$ cat src/rtl/relabel_pkg.sv
package relabel_pkg;
    localparam int WORD_W     = 32;
    localparam int CELL_WORDS = 14;
    localparam int IDX_W      = $clog2(CELL_WORDS);
    localparam int VCI_LO     = 4;
    localparam int VCI_W      = 16;
    localparam int ADDR_IDX   = 6;
    localparam int EOF_BIT    = 1;

    typedef struct packed {
        logic              soc;
        logic              ip;
        logic              eop;
        logic [WORD_W-1:0] data;
    } cell_word_t;

    function automatic logic [WORD_W-1:0] put_vci(input logic [WORD_W-1:0] w,
                                                  input logic [VCI_W-1:0] v);
        logic [WORD_W-1:0] r;
        r = w;
        r[VCI_LO +: VCI_W] = v;
        return r;
    endfunction
endpackage

$ cat src/rtl/relabel_cell_fifo.sv
module relabel_cell_fifo
    import relabel_pkg::*;
#(
    parameter int DEPTH_CELLS = 4
) (
    input  logic       clk,
    input  logic       rst_n,
    input  logic       wr_en,
    input  cell_word_t wr_word,
    input  logic       wr_cell_end,
    output logic       full,
    input  logic       rd_en,
    output cell_word_t head,
    input  logic       take_cell,
    output logic       cells_avail
);
    localparam int WORDS = DEPTH_CELLS * CELL_WORDS;
    localparam int PW    = $clog2(WORDS);
    localparam int CW    = $clog2(WORDS + 1);
    localparam int CCW   = $clog2(DEPTH_CELLS + 1);

    cell_word_t      mem [WORDS];
    logic [PW-1:0]   wr_ptr, rd_ptr;
    logic [CW-1:0]   count;
    logic [CCW-1:0]  cells;

    function automatic logic [PW-1:0] step(input logic [PW-1:0] p);
        return (p == PW'(WORDS - 1)) ? '0 : p + PW'(1);
    endfunction

    assign full        = (count == CW'(WORDS));
    assign head        = mem[rd_ptr];
    assign cells_avail = (cells != '0);

    always_ff @(posedge clk) begin
        if (wr_en) mem[wr_ptr] <= wr_word;
    end

    always_ff @(posedge clk) begin
        if (!rst_n) begin
            wr_ptr <= '0;
            rd_ptr <= '0;
            count  <= '0;
            cells  <= '0;
        end else begin
            if (wr_en) wr_ptr <= step(wr_ptr);
            if (rd_en) rd_ptr <= step(rd_ptr);
            unique case ({wr_en, rd_en})
                2'b10:   count <= count + CW'(1);
                2'b01:   count <= count - CW'(1);
                default: count <= count;
            endcase
            unique case ({wr_en && wr_cell_end, take_cell})
                2'b10:   cells <= cells + CCW'(1);
                2'b01:   cells <= cells - CCW'(1);
                default: cells <= cells;
            endcase
        end
    end
endmodule

$ cat src/rtl/relabel_in_parser.sv
module relabel_in_parser
    import relabel_pkg::*;
(
    input  logic              clk,
    input  logic              rst_n,
    input  logic [VCI_W-1:0]  cfg_vci,
    input  logic              in_valid,
    input  logic              in_soc,
    input  logic [WORD_W-1:0] in_data,
    output logic              in_ready,
    input  logic              fifo_full,
    output logic              wr_en,
    output cell_word_t        wr_word,
    output logic              wr_cell_end,
    output logic              addr_valid,
    input  logic              addr_ready,
    output logic [WORD_W-1:0] addr_data
);
    typedef enum logic {PS_HEADER, PS_PAYLOAD} pstate_t;

    localparam logic [IDX_W-1:0] LAST_IDX = IDX_W'(CELL_WORDS - 1);
    localparam logic [IDX_W-1:0] ADDR_POS = IDX_W'(ADDR_IDX);

    pstate_t          state, state_nx;
    logic [IDX_W-1:0] idx;
    logic             in_pkt;
    logic             cur_first;
    logic             hdr_ip, hdr_last, addr_word, accept;

    assign hdr_ip    = (in_data[VCI_LO +: VCI_W] == cfg_vci);
    assign hdr_last  = in_data[EOF_BIT];
    assign addr_word = (state == PS_PAYLOAD) && (idx == ADDR_POS) && cur_first;
    assign accept    = in_valid && in_ready;

    // outputs
    always_comb begin
        in_ready    = !fifo_full && (!addr_word || addr_ready);
        addr_valid  = in_valid && addr_word && !fifo_full;
        addr_data   = in_data;
        wr_en       = accept && ((state == PS_PAYLOAD) || in_soc);
        wr_cell_end = (state == PS_PAYLOAD) && (idx == LAST_IDX);
        wr_word.soc = (state == PS_HEADER);
        wr_word.ip  = (state == PS_HEADER) && hdr_ip;
        wr_word.eop = hdr_last;
        wr_word.data = in_data;
    end

    // next state
    always_comb begin
        state_nx = state;
        unique case (state)
            PS_HEADER:  if (accept && in_soc) state_nx = PS_PAYLOAD;
            PS_PAYLOAD: if (accept && idx == LAST_IDX) state_nx = PS_HEADER;
            default:    state_nx = PS_HEADER;
        endcase
    end

    always_ff @(posedge clk) begin
        if (!rst_n) begin
            state     <= PS_HEADER;
            idx       <= '0;
            in_pkt    <= 1'b0;
            cur_first <= 1'b0;
        end else begin
            state <= state_nx;
            if (state == PS_HEADER) begin
                if (accept && in_soc) begin
                    idx       <= IDX_W'(1);
                    cur_first <= hdr_ip && !in_pkt;
                    if (hdr_ip) in_pkt <= !hdr_last;
                end
            end else if (accept) begin
                idx <= idx + IDX_W'(1);
            end
        end
    end
endmodule

$ cat src/rtl/relabel_out_sched.sv
module relabel_out_sched
    import relabel_pkg::*;
(
    input  logic              clk,
    input  logic              rst_n,
    input  cell_word_t        head,
    input  logic              cells_avail,
    output logic              rd_en,
    output logic              take_cell,
    input  logic              out_tca,
    input  logic              res_valid,
    input  logic [VCI_W-1:0]  res_data,
    output logic              res_pop,
    output logic              out_valid,
    output logic              out_soc,
    output logic [WORD_W-1:0] out_data
);
    typedef enum logic [1:0] {OS_IDLE, OS_WAIT_NH, OS_SEND} ostate_t;

    localparam logic [IDX_W-1:0] LAST_IDX = IDX_W'(CELL_WORDS - 1);

    ostate_t          state, state_nx;
    logic [IDX_W-1:0] widx;
    logic [VCI_W-1:0] nh;
    logic             nh_held, cur_ip, cur_eop, need_nh;

    assign need_nh = head.ip && !nh_held;

    // next state and handshakes
    always_comb begin
        state_nx  = state;
        take_cell = 1'b0;
        res_pop   = 1'b0;
        unique case (state)
            OS_IDLE: begin
                if (cells_avail && out_tca) begin
                    if (!need_nh) begin
                        take_cell = 1'b1;
                        state_nx  = OS_SEND;
                    end else if (res_valid) begin
                        take_cell = 1'b1;
                        res_pop   = 1'b1;
                        state_nx  = OS_SEND;
                    end else begin
                        state_nx  = OS_WAIT_NH;
                    end
                end
            end
            OS_WAIT_NH: begin
                if (res_valid && out_tca) begin
                    take_cell = 1'b1;
                    res_pop   = 1'b1;
                    state_nx  = OS_SEND;
                end
            end
            OS_SEND: if (widx == LAST_IDX) state_nx = OS_IDLE;
            default: state_nx = OS_IDLE;
        endcase
    end

    // outputs
    always_comb begin
        out_valid = (state == OS_SEND);
        rd_en     = out_valid;
        out_soc   = out_valid && head.soc;
        out_data  = (widx == '0 && cur_ip) ? put_vci(head.data, nh) : head.data;
    end

    always_ff @(posedge clk) begin
        if (!rst_n) begin
            state   <= OS_IDLE;
            widx    <= '0;
            nh      <= '0;
            nh_held <= 1'b0;
            cur_ip  <= 1'b0;
            cur_eop <= 1'b0;
        end else begin
            state <= state_nx;
            if (take_cell) begin
                widx    <= '0;
                cur_ip  <= head.ip;
                cur_eop <= head.eop;
            end else if (state == OS_SEND) begin
                widx <= widx + IDX_W'(1);
                if (widx == LAST_IDX && cur_ip && cur_eop) nh_held <= 1'b0;
            end
            if (res_pop) begin
                nh      <= res_data;
                nh_held <= 1'b1;
            end
        end
    end
endmodule

$ cat src/rtl/atm_ip_relabel.sv
module atm_ip_relabel
    import relabel_pkg::*;
#(
    parameter int CELL_DEPTH = 4
) (
    input  logic        clk,
    input  logic        rst_n,
    input  logic [15:0] cfg_ip_vci,
    input  logic        in_valid,
    output logic        in_ready,
    input  logic        in_soc,
    input  logic [31:0] in_data,
    input  logic        out_tca,
    output logic        out_valid,
    output logic        out_soc,
    output logic [31:0] out_data,
    output logic        addr_valid,
    input  logic        addr_ready,
    output logic [31:0] addr_data,
    input  logic        res_valid,
    output logic        res_pop,
    input  logic [15:0] res_data
);
    cell_word_t wr_word, head;
    logic       wr_en, wr_cell_end, fifo_full, rd_en, take_cell, cells_avail;

    relabel_in_parser u_parse (
        .clk        (clk),
        .rst_n      (rst_n),
        .cfg_vci    (cfg_ip_vci),
        .in_valid   (in_valid),
        .in_soc     (in_soc),
        .in_data    (in_data),
        .in_ready   (in_ready),
        .fifo_full  (fifo_full),
        .wr_en      (wr_en),
        .wr_word    (wr_word),
        .wr_cell_end(wr_cell_end),
        .addr_valid (addr_valid),
        .addr_ready (addr_ready),
        .addr_data  (addr_data)
    );

    relabel_cell_fifo #(.DEPTH_CELLS(CELL_DEPTH)) u_fifo (
        .clk        (clk),
        .rst_n      (rst_n),
        .wr_en      (wr_en),
        .wr_word    (wr_word),
        .wr_cell_end(wr_cell_end),
        .full       (fifo_full),
        .rd_en      (rd_en),
        .head       (head),
        .take_cell  (take_cell),
        .cells_avail(cells_avail)
    );

    relabel_out_sched u_sched (
        .clk        (clk),
        .rst_n      (rst_n),
        .head       (head),
        .cells_avail(cells_avail),
        .rd_en      (rd_en),
        .take_cell  (take_cell),
        .out_tca    (out_tca),
        .res_valid  (res_valid),
        .res_data   (res_data),
        .res_pop    (res_pop),
        .out_valid  (out_valid),
        .out_soc    (out_soc),
        .out_data   (out_data)
    );
endmodule

$ cat config.mk
export PLATFORM = sky130hd
export DESIGN_NAME = atm_ip_relabel
export DESIGN_NICKNAME = d
export VERILOG_FILES = /design/src/rtl/relabel_pkg.sv /design/src/rtl/relabel_cell_fifo.sv /design/src/rtl/relabel_in_parser.sv /design/src/rtl/relabel_out_sched.sv /design/src/rtl/atm_ip_relabel.sv
export SDC_FILE = /design/constraint.sdc
export NUM_CORES = 2
export LEC_CHECK = 0
export BUFFER_PORTS_ARGS = -buffer_cell sky130_fd_sc_hd__buf_2
export CAP_MARGIN = 0
export CORE_ASPECT_RATIO = 0.7
export CORE_MARGIN = 10
export CORE_UTILIZATION = 60
export CTS_CLUSTER_SIZE = 14
export DETAILED_ROUTE_END_ITERATION = 10
export PLACE_DENSITY = 0.86
export SLEW_MARGIN = 20
export SYNTH_ARGS = -nofsm -noshare
export SYNTH_HDL_FRONTEND = slang
export SYNTH_SLANG_ARGS = --single-unit
$ cat constraint.sdc
create_clock -name clk -period 6.8 [get_ports clk]
set_input_delay 1.36 -clock clk [delete_from_list [all_inputs] [get_ports clk]]
set_output_delay 1.36 -clock clk [all_outputs]
set_load 0.01 [all_outputs]
==> flow_summary_export.csv <==
group,metric,value,unit
sta,hold_viol_final,0,
worst_setup_path,ff2ff_setup_slack,2010,ps
run,maxCapViolCount,0,
global_route,antenna_found_initial,4,
global_route,grt_max_degree,98,
yosys,syn-cell-area,76340,um^2
worst_setup_path,arrival,4430,ps
pwr,sw_frac_of_total,20.21,%
pwr,power.density,268.0,nW/um^2
worst_setup_path,criticalPathCategory,"register to primary output",
yosys,yosys-top-cells-area,"edfxtp_1, mux4_2, dfxtp_1, buf_4, mux2i_1",
yosys,syn_area_per_cell,22.46,um^2
sta,timing.fmax,172.7,MHz
cts,clockBufferDepth,3,
global_route,grt_pass1_wl,290200,um
worst_setup_path,worst_setup_path_start_kind,"register",
sta,rsz0062_at_grt,"false",
outcome,status,"finished, final reports clean",
sta,tns,0,ps
worst_setup_path,worstPathCellList,"buf_12 > buf_4 > mux4_2 > mux4_2 > mux4_2 > buf_2",
layout,multi_input_comb_area,17070,um^2
floorplanning,coreArea,126300,um^2
route,ant_nets,0,
sta,finalCritPeriodShare,85.14,%
yosys,synthTopCellsByCount,"edfxtp_1, mux4_2, nor2_1",
route,wirelength,203100,um
cts,cts_setup_buffers,0,
layout,drive_gt1_share,30.64,%
pwr,pwr-share-clk,39.4,%
yosys,async_flop_share,0,%
sta,period_needed,5790,ps
route,vias,39130,
cts,htree_num_levels,4,
yosys,yosysTopAreaCellShare,74.90,%
cts,cts_hold_buf,0,
worst_setup_path,path_buf_inv,3,
layout,fin_util,66.86,%
global_route,grt_overflow,0,
global_route,grt_usage,28.42,%
worst_setup_path,cp_slowest_stage_delay,950,ps
sta,setup_viol,0,
cts,cts-root-buf,"clkbuf_16",
floorplanning,die-area,142100,um^2
worst_setup_path,cp_slowest_cell,"dfxtp_4",
worst_setup_path,crit_path_end_kind,"primary output",
sta,worst_slew_pin_slew,1162,ps
yosys,synth.most_common_cell,"edfxtp_1",
cts,clk_latency,790,ps
placement,gp_congestion,0.8452,
layout,num-nets-final,3685,
route,wire_per_inst,37.84,um
yosys,synthCells,3398,
sta,finalMaxSlewViolations,0,
yosys,ys.flop_type,"edfxtp_1",
cts,clk_pin_slew,70,ps
route,drc,0,
floorplanning,io_pins,140,
worst_setup_path,crit_family,"multiplexers",
layout,n_fill_cell,7264,
cts,tritoncts,"built",
floorplanning,die_w,446.3,um
route,drtIter0Drc,6513,
floorplanning,initial_core_util,60.45,%
yosys,ys_seq_area_share,76.45,%
yosys,synth_edf_count,1904,
global_route,grt_pass1_vias,38850,
sta,skew,22.21,ps
yosys,synth_fp_nets,3483,
worst_setup_path,crit_top_cell,"mux4_2",
route,vias_per_cell,7.289,
yosys,synth_top_cell_by_area,"edfxtp_1",
pwr,p_leak,0.02526,uW
pwr,internal_power,18050,uW
pwr,irDropWorstVdd,0.2588,mV
floorplanning,fp.dieH,318.4,um
floorplanning,fp-row-count,109,
pwr,net-switching-power,4574,uW
cts,cts_made_buffers,168,
yosys,yosys_warnings,0,
layout,area_growth,10.61,%
worst_setup_path,required,5440,ps
cts,cts.sink_count,1963,
yosys,synth_seq_cells,1963,
layout,register_area,58380,um^2
placement,post-dp-hpwl,110200,um
route,first_pass_iters,6,
sta,relSlewSlack,22.38,%
pwr,seqPwrFrac,58.7,%
worst_setup_path,worst-path-max-fanout,37,
placement,portBuffers,139,
pwr,pwr-share-comb,1.9,%
yosys,synthDistinctLibCells,55,
hold_path,holdCritPathClass,"register to register",
cts,cts_resized,0,
## kinds of logic after synthesis
logic type | after synthesis | synth area share, %
xor gates and xnor gates | 36 | 0.4130
muxes | 645 | 17.79
DFF | 1963 | 76.45
and+or+nand+nor | 322 | 1.910
adders and majority gates | 14 | 0.2393
buffers and inverters | 245 | 1.751
AOI/OAI and AO/OA | 173 | 1.451
## stage by stage
stage / total power (uW) / setup WS, ps / area [um^2] / cells / hold WS (ps)
final: 22630 / 1010 / 84440 / 5368 / 477.7
after global routing: 23110 / 844.6 / 84430 / 5366 / 489.7
after CTS: 22670 / 942.6 / 84300 / 5362 / 470.4
after detailed placement: 13960 / 1919 / 79470 / 5091 / 459.7
after global placement: 13940 / 1953 / 79340 / 5085 / 440.0
after floorplan: 13680 / 1500 / 76340 / 3398 / 422.3
## per-layer routing
layer / up-vias / GRT usage [%] / part of all wire, %
met2: 3560 / 44.38 / 48
met3: 527 / 6.190 / 13
met5: - / 0 / 0.011
met4: 4 / 10.86 / 4.3
met1: 20390 / 39.77 / 35
li1: 14650 / - / -
## layout make-up
type	count	area share, %
sequential	1963	69.14
antenna	2	0.005927
tap	1665	2.467
timing repair buffer	266	2.404
multi-input combinational	1190	20.21
inverter	11	0.04890
clock inverter	54	0.3808
clock buffer	217	5.345
## registers in the layout (all words and copies together) (netlist names), 2 cells and up, named ones only
register / cells
u_sched.widx: 4
u_fifo.count: 6
u_fifo.rd_ptr: 6
u_fifo.cells: 3
u_sched.nh: 16
u_sched.state: 2
u_parse.idx: 4
u_fifo.wr_ptr: 6
u_fifo.mem: 1904
## worst paths after layout
path / startpoint / to / cells after the start
max reg2reg: register / u_fifo.cells[2]$_SDFFE_PN0P_ / 12
min: u_sched.nh_held$_SDFFE_PN0P_ / u_sched.nh_held$_SDFFE_PN0P_ / 2
max: register / out_data[29] / 6
min reg2reg: u_sched.nh_held$_SDFFE_PN0P_ / u_sched.nh_held$_SDFFE_PN0P_ / 2
## tightest hold or removal path: cells and delay by family (launching register included)
| family | cells | cell delay (ps) |
|---|---|---|
| simple gates | 2 | 110 |
| flops | 1 | 330 |
## power by group through the flow
| stage | clock, uW | sequential [uW] | combinational (uW) |
|---|---|---|---|
| global route | 9380 | 13300 | 447 |
| floorplan | 0 | 13500 | 129 |
| finish | 8910 | 13300 | 426 |
| detailed placement | 0 | 13600 | 412 |
| CTS | 8960 | 13300 | 418 |
| global placement | 0 | 13500 | 388 |
## placed cells by master (no fill, tap or decap), types with 4 or more instances in the layout
master	n
dfxtp_4	5
clkinv_2	10
xor2_1	29
xnor2_1	7
clkbuf_8	4
nor2_1	55
o22ai_1	16
mux4_2	566
nor2_4	54
nand4_1	8
buf_2	126
buf_4	114
ha_1	13
and3_1	4
nand2b_1	9
inv_1	11
a22oi_1	6
or3_1	4
nor3_1	4
inv_6	7
mux2i_1	45
mux2_2	34
o211ai_1	31
a31oi_1	38
buf_12	23
nor4_1	7
clkbuf_1	41
edfxtp_1	1904
o21ai_0	47
a21oi_1	12
and2_1	9
nand3_1	43
clkbuf_16	172
nor2b_1	15
a21boi_0	7
dfxtp_1	53
nand2_1	96
clkinv_1	31
Power figures use the tool's default switching activity.
